$ cat config.mk
export PLATFORM = sky130hd
export DESIGN_NAME = phase_step_seq
export DESIGN_NICKNAME = d
export VERILOG_FILES = /design/src/rtl/pss_pkg.sv /design/src/rtl/pss_ready_tracker.sv /design/src/rtl/pss_cycle_timer.sv /design/src/rtl/phase_step_seq.sv
export SDC_FILE = /design/constraint.sdc
export NUM_CORES = 1
export LEC_CHECK = 0
export BUFFER_PORTS_ARGS = -buffer_cell sky130_fd_sc_hd__buf_4
export CAP_MARGIN = 15
export CORE_MARGIN = 4
export CORE_UTILIZATION = 54
export CTS_CLUSTER_DIAMETER = 40
export DETAILED_ROUTE_END_ITERATION = 12
export GPL_ROUTABILITY_DRIVEN = 0
export GPL_TIMING_DRIVEN = 0
export PLACE_DENSITY = 0.92
export RECOVER_POWER = 100
export SLEW_MARGIN = 20
export SYNTH_ARGS = -nofsm -noshare
export SYNTH_HDL_FRONTEND = slang
export SYNTH_SLANG_ARGS = --single-unit
$ cat constraint.sdc
create_clock -name clk -period 4.8 [get_ports clk]
set_input_delay 0.96 -clock clk [delete_from_list [all_inputs] [get_ports clk]]
set_output_delay 0.96 -clock clk [all_outputs]
set_load 0.1 [all_outputs]
$ cat src/rtl/pss_pkg.sv
package pss_pkg;
    typedef enum logic [2:0] {
        ST_IDLE,
        ST_STOP,
        ST_WAIT_STOP,
        ST_SETUP,
        ST_PULSE_HI,
        ST_PULSE_LO,
        ST_START,
        ST_DONE
    } pss_state_e;
endpackage

$ cat src/rtl/pss_ready_tracker.sv
module pss_ready_tracker (
    input  logic clk,
    input  logic rst_n,
    input  logic gen_pwrdn_n,
    input  logic gen_lock,
    output logic ready
);
    logic seen_pwrdn_q;

    // Remember that the generator has been through power-down since our reset.
    always_ff @(posedge clk or negedge rst_n) begin
        if (!rst_n)
            seen_pwrdn_q <= 1'b0;
        else if (!gen_pwrdn_n)
            seen_pwrdn_q <= 1'b1;
    end

    assign ready = seen_pwrdn_q && gen_pwrdn_n && gen_lock;
endmodule

$ cat src/rtl/pss_cycle_timer.sv
module pss_cycle_timer #(
    parameter int W = 3
) (
    input  logic         clk,
    input  logic         rst_n,
    input  logic         clr,
    output logic [W-1:0] count
);
    localparam logic [W-1:0] CNT_MAX = '1;

    always_ff @(posedge clk or negedge rst_n) begin
        if (!rst_n)
            count <= '0;
        else if (clr)
            count <= '0;
        else if (count != CNT_MAX)
            count <= count + 1'b1;
    end

    AST_TIMER_NO_WRAP: assert property (@(posedge clk) disable iff (!rst_n)
        (!clr && count == CNT_MAX) |=> (count == CNT_MAX));
endmodule

$ cat src/rtl/phase_step_seq.sv
module phase_step_seq
    import pss_pkg::*;
#(
    parameter int                N_OUT        = 4,
    parameter int                STEP_W       = 3,
    parameter int                SETTLE_CYC   = 4,
    parameter int                ROT_HI_CYC   = 2,
    parameter int                ROT_LO_CYC   = 2,
    parameter logic [N_OUT-1:0]  DIVIDED_OUTS = '0
) (
    input  logic              clk,
    input  logic              rst_n,
    input  logic              gen_pwrdn_n,
    input  logic              gen_lock,
    input  logic              req_valid,
    input  logic [N_OUT-1:0]  req_mask,
    input  logic              req_dir,
    input  logic [STEP_W-1:0] req_steps,
    input  logic              restore_req,
    output logic [N_OUT-1:0]  clk_en,
    output logic [N_OUT-1:0]  ph_sel,
    output logic              ph_dir,
    output logic              ph_rotate,
    output logic              ph_reload_n,
    output logic              busy,
    output logic              done,
    output logic              rejected
);
    localparam int MAX_A   = (SETTLE_CYC > ROT_HI_CYC) ? SETTLE_CYC : ROT_HI_CYC;
    localparam int MAX_WIN = (MAX_A > ROT_LO_CYC) ? MAX_A : ROT_LO_CYC;
    localparam int TMR_W   = $clog2(MAX_WIN + 1);
    localparam logic [TMR_W-1:0] SETTLE_LAST = TMR_W'(SETTLE_CYC - 1);
    localparam logic [TMR_W-1:0] HI_LAST     = TMR_W'(ROT_HI_CYC - 1);
    localparam logic [TMR_W-1:0] LO_LAST     = TMR_W'(ROT_LO_CYC - 1);
    localparam logic [STEP_W-1:0] ONE_STEP   = STEP_W'(1);

    pss_state_e        state_q, state_d;
    logic [N_OUT-1:0]  mask_q, mask_d;
    logic              dir_q, dir_d;
    logic [STEP_W-1:0] steps_q, steps_d;
    logic              restore_q, restore_d;
    logic              rej_q, rej_d;
    logic              ready;
    logic [TMR_W-1:0]  tcount;
    logic              timer_clr;

    logic idle_ready, take_restore, req_clean, take_req, bad_req, req_empty;
    logic stop_phase, sel_phase;

    pss_ready_tracker u_ready (
        .clk         (clk),
        .rst_n       (rst_n),
        .gen_pwrdn_n (gen_pwrdn_n),
        .gen_lock    (gen_lock),
        .ready       (ready)
    );

    pss_cycle_timer #(.W(TMR_W)) u_timer (
        .clk   (clk),
        .rst_n (rst_n),
        .clr   (timer_clr),
        .count (tcount)
    );

    // Request admission.
    assign idle_ready   = (state_q == ST_IDLE) && ready;
    assign take_restore = idle_ready && restore_req;
    assign req_clean    = (req_mask & DIVIDED_OUTS) == '0;
    assign take_req     = idle_ready && !restore_req && req_valid && req_clean;
    assign bad_req      = idle_ready && !restore_req && req_valid && !req_clean;
    assign req_empty    = (req_steps == '0) || (req_mask == '0);

    // Next-state and data capture.
    always_comb begin
        state_d   = state_q;
        mask_d    = mask_q;
        dir_d     = dir_q;
        steps_d   = steps_q;
        restore_d = restore_q;
        rej_d     = bad_req;
        unique case (state_q)
            ST_IDLE: begin
                if (take_restore) begin
                    state_d   = ST_STOP;
                    mask_d    = '1;
                    steps_d   = ONE_STEP;
                    restore_d = 1'b1;
                end else if (take_req) begin
                    state_d   = req_empty ? ST_DONE : ST_STOP;
                    mask_d    = req_mask;
                    dir_d     = req_dir;
                    steps_d   = req_steps;
                    restore_d = 1'b0;
                end
            end
            ST_STOP:      state_d = ST_WAIT_STOP;
            ST_WAIT_STOP: if (tcount == SETTLE_LAST) state_d = ST_SETUP;
            ST_SETUP:     state_d = ST_PULSE_HI;
            ST_PULSE_HI:  if (tcount == HI_LAST) state_d = ST_PULSE_LO;
            ST_PULSE_LO: begin
                if (tcount == LO_LAST) begin
                    steps_d = steps_q - ONE_STEP;
                    state_d = (steps_q > ONE_STEP) ? ST_PULSE_HI : ST_START;
                end
            end
            ST_START:     state_d = ST_DONE;
            ST_DONE:      state_d = ST_IDLE;
            default:      state_d = ST_IDLE;
        endcase
    end

    assign timer_clr = (state_d != state_q);

    // State register.
    always_ff @(posedge clk or negedge rst_n) begin
        if (!rst_n) begin
            state_q   <= ST_IDLE;
            mask_q    <= '0;
            dir_q     <= 1'b0;
            steps_q   <= '0;
            restore_q <= 1'b0;
            rej_q     <= 1'b0;
        end else begin
            state_q   <= state_d;
            mask_q    <= mask_d;
            dir_q     <= dir_d;
            steps_q   <= steps_d;
            restore_q <= restore_d;
            rej_q     <= rej_d;
        end
    end

    // Output decode.
    always_comb begin
        stop_phase  = 1'b0;
        sel_phase   = 1'b0;
        ph_rotate   = 1'b0;
        ph_reload_n = 1'b1;
        unique case (state_q)
            ST_STOP, ST_WAIT_STOP: stop_phase = 1'b1;
            ST_SETUP, ST_PULSE_LO: begin
                stop_phase = 1'b1;
                sel_phase  = 1'b1;
            end
            ST_PULSE_HI: begin
                stop_phase  = 1'b1;
                sel_phase   = 1'b1;
                ph_rotate   = !restore_q;
                ph_reload_n = !restore_q;
            end
            default: ;
        endcase
    end

    for (genvar gi = 0; gi < N_OUT; gi++) begin : g_out
        assign clk_en[gi] = !(stop_phase && mask_q[gi]);
        assign ph_sel[gi] = sel_phase && !restore_q && mask_q[gi];
    end

    assign ph_dir   = dir_q;
    assign busy     = (state_q != ST_IDLE);
    assign done     = (state_q == ST_DONE);
    assign rejected = rej_q;

    initial begin
        AST_PARAMS_VALID: assert (SETTLE_CYC >= 1 && ROT_HI_CYC >= 1 && ROT_LO_CYC >= 1);
    end

    AST_UNREADY_HOLDS_OFF: assert property (@(posedge clk) disable iff (!rst_n)
        (state_q == ST_IDLE && !ready) |=> !busy);
    AST_REJECT_NOT_BUSY: assert property (@(posedge clk) disable iff (!rst_n)
        rejected |-> (!busy && clk_en == '1));
    AST_ROTATE_CLOCKS_OFF: assert property (@(posedge clk) disable iff (!rst_n)
        ph_rotate |-> (ph_sel != '0 && (clk_en & ph_sel) == '0));
    AST_RELOAD_ALL_OFF: assert property (@(posedge clk) disable iff (!rst_n)
        !ph_reload_n |-> (clk_en == '0 && !ph_rotate));
    AST_ROTATE_MIN_HIGH: assert property (@(posedge clk) disable iff (!rst_n)
        $rose(ph_rotate) |=> ph_rotate);
    AST_SEL_STABLE: assert property (@(posedge clk) disable iff (!rst_n)
        (ph_sel != '0 && $past(ph_sel) != '0) |-> ($stable(ph_sel) && $stable(ph_dir)));
    AST_DONE_SINGLE: assert property (@(posedge clk) disable iff (!rst_n)
        done |=> !done);
    AST_RESTART_BEFORE_DONE: assert property (@(posedge clk) disable iff (!rst_n)
        done |-> (clk_en == '1 && busy));
endmodule

; Word-level counts from Yosys, hierarchy flattened
; Cells that the tools add are included.
; W data, S select, Z words.
[op_classes]
addsub = 2
n_mul = 0
div_mod_pow = 0
n_lt_le_gt_ge = 1
n_eq_ne = 13
n_shift = 0
n_mux = 22
bitwise = 1
n_reduce_logical = 34
[ops]
columns = cell, count
row1 = $mux W3, 11
row2 = $pmux W3 S8, 1
row3 = $logic_and A1 B1 Y1, 15
row4 = $eq A3 B3 Y1 const B, 4
row5 = $eq A3 B2 Y1 const B, 3
row6 = $mux W4, 2
row7 = $eq A3 B1 Y1 const B, 2
row8 = $logic_not A1 Y1, 6
row9 = $logic_not A3 Y1, 2
row10 = $mux W1, 6
row11 = $ne A3 B3 Y1 const B, 2
row12 = $pmux W3 S2, 1
row13 = $reduce_and A3 Y1, 2
row14 = $reduce_bool A2 Y1, 3
row15 = $reduce_or A5 Y1, 1
row16 = $logic_not A4 Y1, 1
row17 = $add A3 B1 Y3 const B, 1
row18 = $gt A3 B1 Y1 const B, 1
row19 = $ne A3 B3 Y1, 1
row20 = $reduce_bool A3 Y1, 1
row21 = $reduce_or A3 Y1, 1
row22 = $sub A3 B1 Y3 const B, 1
row23 = $mux W2, 1
row24 = $ne A2 B2 Y1 const B, 1
row25 = other kinds (3), 3
[totals]
ff_bits = 16
latchBits = 0
mem_bits_rw = 0
rom_bits = 0
inputBits = 14
wordCells = 80
memories = 0

; Longest topological paths before layout
; Gate-level depths: netlist (run 1).
[logic_depth]
depth_word = 10
ltp_mapped = 6
depth_no_buf = 6

; By module
; A second synthesis (run 1) with hierarchy kept.
[hier_totals]
cells_unflattened = 111
hier_area_um2 = 999.7
[modules_own_cells]
columns = mod, n_inst, cells_each, area_each_um2, seq_area_each_um2
row1 = phase_step_seq, 1, 97, 822.0, 300.3
row2 = pss_cycle_timer, 1, 11, 140.1, 75.1
row3 = pss_ready_tracker, 1, 3, 37.5, 25.0

; Least setup slack after synthesis (run 1)
; No wires, ideal clock.
[synth_timing]
path_kind = reg-to-output
start = reg state_q[1]
end = out ph_rotate
arrival_time_ps = 2110
slack_ps = 1730
path_stages_with_launch = 5
path_buffers = 1
path_cell_list = dfrtp_1 > clkbuf_1 > nor2_1 > nand2_1 > nor2_1
[synth_via]
elab_chain_len = 2
[synth_rtl]
columns = element, line
row1 = "start, declared", phase_step_seq.sv:37  ; pss_state_e state_q, state_d;
row2 = "start signal, assigned", phase_step_seq.sv:124  ; state_q <= state_d;
row3 = $eq A3 B3 Y1, phase_step_seq.sv:139  ; unique case (state_q)
row4 = $mux W1, phase_step_seq.sv:139
row5 = "end, declared", phase_step_seq.sv:23  ; output logic ph_rotate,
; No other way between the ends.

; Worst setup path after layout (run 1)
[layout_timing]
start = reg state_q[1]
end = out ph_sel[1]
[layout_via]
elab_chain_len = 5
elab_cells_between_ends = 7
[layout_rtl]
columns = element, line
row1 = $eq A3 B3 Y1 / $eq A3 B2 Y1 (equally long branches), phase_step_seq.sv:139
row2 = $reduce_or A3 Y1 (no line) (*), --
row3 = $mux W1 (*), phase_step_seq.sv:139
row4 = $logic_and A1 B1 Y1 (*) (2 in series), phase_step_seq.sv:157  ; assign ph_sel[gi] = sel_phase && !restore_q && mask_q[gi];
row5 = "end, declared", phase_step_seq.sv:21  ; output logic [N_OUT-1:0] ph_sel,
; Every way passes the cells marked *; elsewhere a longest branch is shown, timed or not.

==> impl_metrics.env, run 1 <==
export IMPL_syn_area_per_cell_um2=9.19
export IMPL_clock_latency_ps=290
export IMPL_rows=15
export IMPL_setup_viol=0
export IMPL_grt_max_degree=17
export IMPL_synth_edff_count=0
export IMPL_regArea_um2=400
export IMPL_die_x_um=51.3
export IMPL_worstPathMaxFanout=10
export IMPL_drtAntennaViolNets=0
export IMPL_grtUsageTotal_pct=21.8
export IMPL_end_kind="output pin"
export IMPL_ctsResizeCount=0
export IMPL_slew_limit_headroom_pct=21.2
export IMPL_hp_class="reg -> reg"
export IMPL_slew_viol_final=0
export IMPL_regToRegSetupSlack_ps=2860
export IMPL_grt_pass1_wl_um=4360
export IMPL_avgViaCountPerCell=5.76
export IMPL_cpMostUsedCell="clkbuf_1"
export IMPL_crit_type="reg -> out"
export IMPL_fin_nets=161
export IMPL_wire_per_inst_um=15.7
export IMPL_drc=0
export IMPL_antenna_found_initial=0
export IMPL_drv_cap=0
export IMPL_cp_slowest_cell="clkbuf_1"
export IMPL_core_mm2=0.00175
export IMPL_place_port_buffers=26
export IMPL_netlist_instances=110
export IMPL_layout_commonest_cell="clkbuf_1"
export IMPL_dominantRegCellSynth="dfrtp_1"
export IMPL_die_area_mm2=0.00263
export IMPL_fin_skew_ps=1.77
export IMPL_fill_cells=148
export IMPL_status="finished, final reports clean"
export IMPL_cts_buffers=3
export IMPL_grt_pass1_vias=985
export IMPL_finalCritPeriodShare_pct=74.0
export IMPL_fmax_mhz=282
export IMPL_diodes=0
export IMPL_first_pass_iters=4
export IMPL_critPathMaxStageDelay_ps=870
export IMPL_final_min_clock_period_ps=3550
export IMPL_mostFrequentLayoutCells="clkbuf_1, dfrtp_1, buf_4"
export IMPL_worstSetupStartpoint="state_q[1]$_DFF_PN0_"
export IMPL_fin_setup_tns_ps=0
export IMPL_hpwl_um=2000
export IMPL_grt_overflow=0
export IMPL_hold_violations=0
export IMPL_synth_area_mm2=0.00101
export IMPL_required_ps=3840
export IMPL_routed_via_count=951
export IMPL_cts_root_buf="clkbuf_4"
export IMPL_synthToLayoutAreaGrowth_pct=17.9
export IMPL_drt_iter0_drc=27
export IMPL_yosysWarnings=0
export IMPL_num_io_pins=28
export IMPL_critPathLaunchType="flop"
export IMPL_reg2reg_from="state_q[1]$_DFF_PN0_"
export IMPL_cts_hold_buf=0
export IMPL_async_reset_ff_share_pct=100
export IMPL_holdCritStartpoint="ph_dir$_DFFE_PN0P_"
export IMPL_post_cts_buffers=0
export IMPL_die_y_um=51.3
export IMPL_syn_nets=130
export IMPL_multi_input_area_um2=544
export IMPL_critical_path_arrival_ps=2590
export IMPL_totalWireLength_um=2590
export IMPL_drive_above_1_share_pct=12.9
export IMPL_synth_seq_cells=16
export IMPL_crit_chain="clkbuf_1, nand3b_1, a21oi_1, and2_1, clkbuf_1"
export IMPL_clockBufferDepth=2
export IMPL_tightest_slew_ps=1190
export IMPL_clkTransAtPathRegs_ps=90
export IMPL_h_tree_depth=1
export IMPL_cts_tree="done"
export IMPL_seq_area_frac_synth_pct=39.6
export IMPL_synth_cell_types=38
export IMPL_initial_core_util_pct=57.9
export IMPL_cts_sinks=16
export IMPL_rsz0062_at_grt="false"
[worst max-delay path: cells and delay by family, from the launching register on]
family	cells	cell delay, ps
AO/OA/AOI/OAI	1	300
flip-flops	1	450
buffers and inverters	2	1240
AND/OR/NAND/NOR	2	310
[metrics by stage]
stage	setup WS [ps]	std cells	cell area, um^2	hold WS [ps]	util [%]
4_1_cts	1810	165	1270	514	73.0
3_3_place_gp	2210	161	1240	489	70.9
2_1_floorplan	1730	110	1010	470	-
6_report	1250	165	1190	516	68.3
5_1_grt	1110	165	1190	543	68.3
3_5_place_dp	2140	161	1240	496	70.9
[kinds of logic (layout without fill, tap and decap cells)]
| kind of cell | after synthesis | after routing | share of synthesized area (%) |
|---|---|---|---|
| AO/OA/AOI/OAI | 27 | 27 | 19.3 |
| flip-flops | 16 | 16 | 39.6 |
| multiplexers | 2 | 2 | 2.23 |
| AND/OR/NAND/NOR | 47 | 47 | 26.1 |
| adder cells (fa/ha/maj) | 6 | 6 | 7.43 |
| other | 1 | 1 | 0.371 |
| XOR/XNOR | 1 | 1 | 0.866 |
| buffers and inverters | 10 | 40 | 4.08 |
[registers in the layout, summed over array words and instances (netlist names)]
| name | flops |
|---|---|
| u_timer.count | 3 |
| restore_q | 1 |
| mask_q | 4 |
| state_q | 3 |
| steps_q | 3 |
| ph_dir | 1 |
| u_ready.seen_pwrdn_q | 1 |
[synth_stat cells, types with 2 or more instances]
cell type | count | share of area, %
a21oi_1 | 8 | 4.0
and2_1 | 4 | 2.5
and3_1 | 4 | 2.5
clkbuf_1 | 3 | 1.1
dfrtp_1 | 16 | 40
ha_1 | 6 | 7.4
inv_1 | 6 | 2.2
mux2_2 | 2 | 2.2
nand2_1 | 9 | 3.3
nand2b_1 | 2 | 1.2
nand3_1 | 3 | 1.5
nand3b_1 | 3 | 2.2
nor2_1 | 11 | 4.1
nor2b_1 | 2 | 1.2
nor3_1 | 2 | 0.99
o211ai_1 | 3 | 2.2
o22a_1 | 4 | 3.5
o22ai_1 | 2 | 1.2
[layer usage]
layer	track usage (%)	part of all wire, %	wire length (um)
met1	25.8	42	1100
met2	40.6	53	1360
met3	3.79	3.9	102
met4	5.24	0.93	24
met5	0	0	0
[final timing paths]
check / to / cells past startpoint
min in group asynchronous: mask_q[0]$_DFFE_PN0P_ / 1
max in group asynchronous: u_timer.count[0]$_DFFE_PN0P_ / 1
max reg2reg: steps_q[0]$_DFFE_PN0P_ / 5
max: ph_sel[1] / 5
min: ph_dir$_DFFE_PN0P_ / 1
min reg2reg: ph_dir$_DFFE_PN0P_ / 1
[layout make-up]
type	instances	share of cell area, %
Multi-Input combinational cell	84	45.6
Sequential cell	16	33.6
Clock buffer	4	3.04
Tap cell	25	2.62
Inverter	6	1.89
Buffer	4	1.57
Timing Repair Buffer	26	11.6
Power of run 1 is not shown: default switching activity piles up to over one toggle a cycle in this logic, so the estimate is an artifact.
==> run 2: changes to the inputs <==
--- a/config.mk
+++ b/config.mk
@@ -5,15 +5,16 @@
 export SDC_FILE = /design/constraint.sdc
 export NUM_CORES = 1
 export LEC_CHECK = 0
+export ABC_AREA = 1
 export BUFFER_PORTS_ARGS = -buffer_cell sky130_fd_sc_hd__buf_4
 export CAP_MARGIN = 15
 export CORE_MARGIN = 4
-export CORE_UTILIZATION = 54
+export CORE_UTILIZATION = 46
 export CTS_CLUSTER_DIAMETER = 40
 export DETAILED_ROUTE_END_ITERATION = 12
 export GPL_ROUTABILITY_DRIVEN = 0
 export GPL_TIMING_DRIVEN = 0
-export PLACE_DENSITY = 0.92
+export PLACE_DENSITY = 0.84
 export RECOVER_POWER = 100
 export SLEW_MARGIN = 20
 export SYNTH_ARGS = -nofsm -noshare
==> constraint.sdc (replaced) <==
create_clock -name clk -period 3.18 [get_ports clk]
set_input_delay 0.636 -clock clk [delete_from_list [all_inputs] [get_ports clk]]
set_output_delay 0.636 -clock clk [all_outputs]
set_load 0.1 [all_outputs]
==> run 2 against run 1 <==
- clock skew rose by 0.81 ps
- synthesized cell count rose by 27%
- setup slack got worse by 680 ps
- via count rose by 4.0%
- worst hold slack got worse by 92 ps
- count of clock-buffer cells in the layout did not move
- final cell count rose by 19%
- sequential share of layout area fell by 0.62 points
- design area rose by 1.9%
- global-route usage fell by 3.1 points
- wire length fell by 9.0%
- critical path type unchanged
==> impl_metrics.env, run 2 <==
export IMPL_regToRegSetupSlack_ps=1100
export IMPL_totalWireLength_um=2350
export IMPL_layout_commonest_cell="nand2_1"
export IMPL_drv_cap=0
export IMPL_cts_hold_buf=0
export IMPL_final_min_clock_period_ps=2610
export IMPL_fill_cells=212
export IMPL_h_tree_depth=1
export IMPL_finalCritPeriodShare_pct=82.1
export IMPL_grt_max_degree=17
export IMPL_yosys_top_cells_count="nand2_1, inv_1, dfrtp_1, nor2_1, o21ai_0"
export IMPL_cp_slowest_cell="clkbuf_1"
export IMPL_slew_viol_final=0
export IMPL_diodes=0
export IMPL_core_mm2=0.00204
export IMPL_die_x_um=55.1
export IMPL_regArea_um2=400
export IMPL_setup_viol=0
export IMPL_place_ws_ps=1210
export IMPL_drc=0
export IMPL_final_core_util_pct=59.5
export IMPL_clock_latency_ps=290
export IMPL_synth_area_leaders="dfrtp_1, nand2_1, inv_1"
export IMPL_rsz0062_at_grt="false"
export IMPL_regMostFlops="mask_q"
export IMPL_multi_input_area_um2=487
export IMPL_mostFrequentLayoutCells="nand2_1, inv_1, nor2_1"
export IMPL_cts_tree="done"
export IMPL_tightest_slew_ps=1170
export IMPL_dominantRegCellSynth="dfrtp_1"
export IMPL_hpwl_um=1930
export IMPL_initial_core_util_pct=50.1
export IMPL_critPathLaunchType="flop"
export IMPL_synth_area_mm2=0.00102
export IMPL_first_pass_iters=4
export IMPL_drive_above_1_share_pct=15.3
export IMPL_drtAntennaViolNets=0
export IMPL_avgViaCountPerCell=5.02
export IMPL_grt_overflow=0
export IMPL_rows=16
export IMPL_status="finished, final reports clean"
export IMPL_seq_area_frac_synth_pct=39.2
export IMPL_end_kind="output pin"
export IMPL_crit_chain="nor2_1, nand2_1, clkbuf_1"
export IMPL_num_io_pins=28
export IMPL_fmax_mhz=383
export IMPL_async_reset_ff_share_pct=100
export IMPL_grtUsageTotal_pct=18.7
export IMPL_yosysMostFrequentCell="nand2_1"
export IMPL_post_cts_buffers=0
export IMPL_synthToLayoutAreaGrowth_pct=18.8
export IMPL_die_area_mm2=0.00304
export IMPL_synth_largest_area_cell="dfrtp_1"
export IMPL_fin_nets=191
export IMPL_die_y_um=55.1
export IMPL_final_area_mm2=0.00121
export IMPL_placed_area_mm2=0.00126
export IMPL_clkTransAtPathRegs_ps=90
export IMPL_yosysWarnings=0
export IMPL_slew_limit_headroom_pct=22.6
export IMPL_grt_pass1_vias=974
export IMPL_hp_class="in -> async"
export IMPL_critPathMaxStageDelay_ps=890
export IMPL_setup_ws_ps=570
export IMPL_fin_skew_ps=2.58
export IMPL_ctsResizeCount=0
export IMPL_hold_violations=0
export IMPL_routed_via_count=989
export IMPL_synth_seq_cells=16
export IMPL_synth_cell_types=23
export IMPL_grt_pass1_wl_um=3950
export IMPL_required_ps=2540
export IMPL_largest_register_ffs=4
export IMPL_synth_edff_count=0
export IMPL_syn_area_per_cell_um2=7.30
export IMPL_worstPathMaxFanout=7
export IMPL_place_port_buffers=26
export IMPL_clockBufferDepth=2
export IMPL_cts_sinks=16
export IMPL_yosysTopAreaCellShare_pct=39.2
export IMPL_cts_root_buf="clkbuf_4"
export IMPL_antenna_found_initial=0
export IMPL_drt_iter0_drc=19
export IMPL_wire_per_inst_um=11.9
export IMPL_critical_path_arrival_ps=1970
export IMPL_fin_setup_tns_ps=0
export IMPL_crit_type="reg -> out"
export IMPL_netlist_instances=140
export IMPL_syn_nets=160
export IMPL_cts_buffers=3
run 2: routing by layer:
layer	part of all wire [%]	track usage, %
met1	41	21.3
met2	52	33.3
met3	4.8	2.41
met4	1.9	10.5
met5	0	0
run 2: worst paths after layout:
path	start	endpoint	cells after the start
worst min register to register	ph_dir$_DFFE_PN0P_	ph_dir$_DFFE_PN0P_	2
worst max-delay path	state_q[0]$_DFF_PN0_	busy	3
min in group clk	ph_dir$_DFFE_PN0P_	ph_dir$_DFFE_PN0P_	2
max in group asynchronous	rst_n	u_ready.seen_pwrdn_q$_DFFE_PN0N_	1
worst max register to register	state_q[0]$_DFF_PN0_	steps_q[2]$_DFFE_PN0P_	8
worst min-delay path	rst_n	mask_q[2]$_DFFE_PN0P_	1
run 2: stage by stage:
stage,hold WS [ps],std cells
finish,424,197
global route,484,197
CTS,188,197
detailed placement,472,193
global placement,463,193
floorplan,340,140
run 2: kinds of logic after synthesis:
group	Yosys count	synth area share, %
flip-flops	16	39.2
other	1	0.367
AO/OA/AOI/OAI	19	11.1
XOR/XNOR	1	0.857
AND/OR/NAND/NOR	69	30.5
adder cells (fa/ha/maj)	6	7.34
buffers and inverters	28	10.6
run 2: worst max-delay path: cells and delay by family (launching register included):
family / cells / cell delay [ps]
AND/OR/NAND/NOR: 2 / 310
flip-flops: 1 / 480
buffers and inverters: 1 / 890
run 2: area by class of cell:
class / count / share of cell area [%]
repair buffers: 26 / 12.3
flip-flops and latches: 16 / 33.0
well taps: 27 / 2.78
multi-input cells: 96 / 40.1
clock buffers: 4 / 2.99
plain buffers: 1 / 0.618
inverters: 27 / 8.34
Power of run 2 is left out for the same reason.
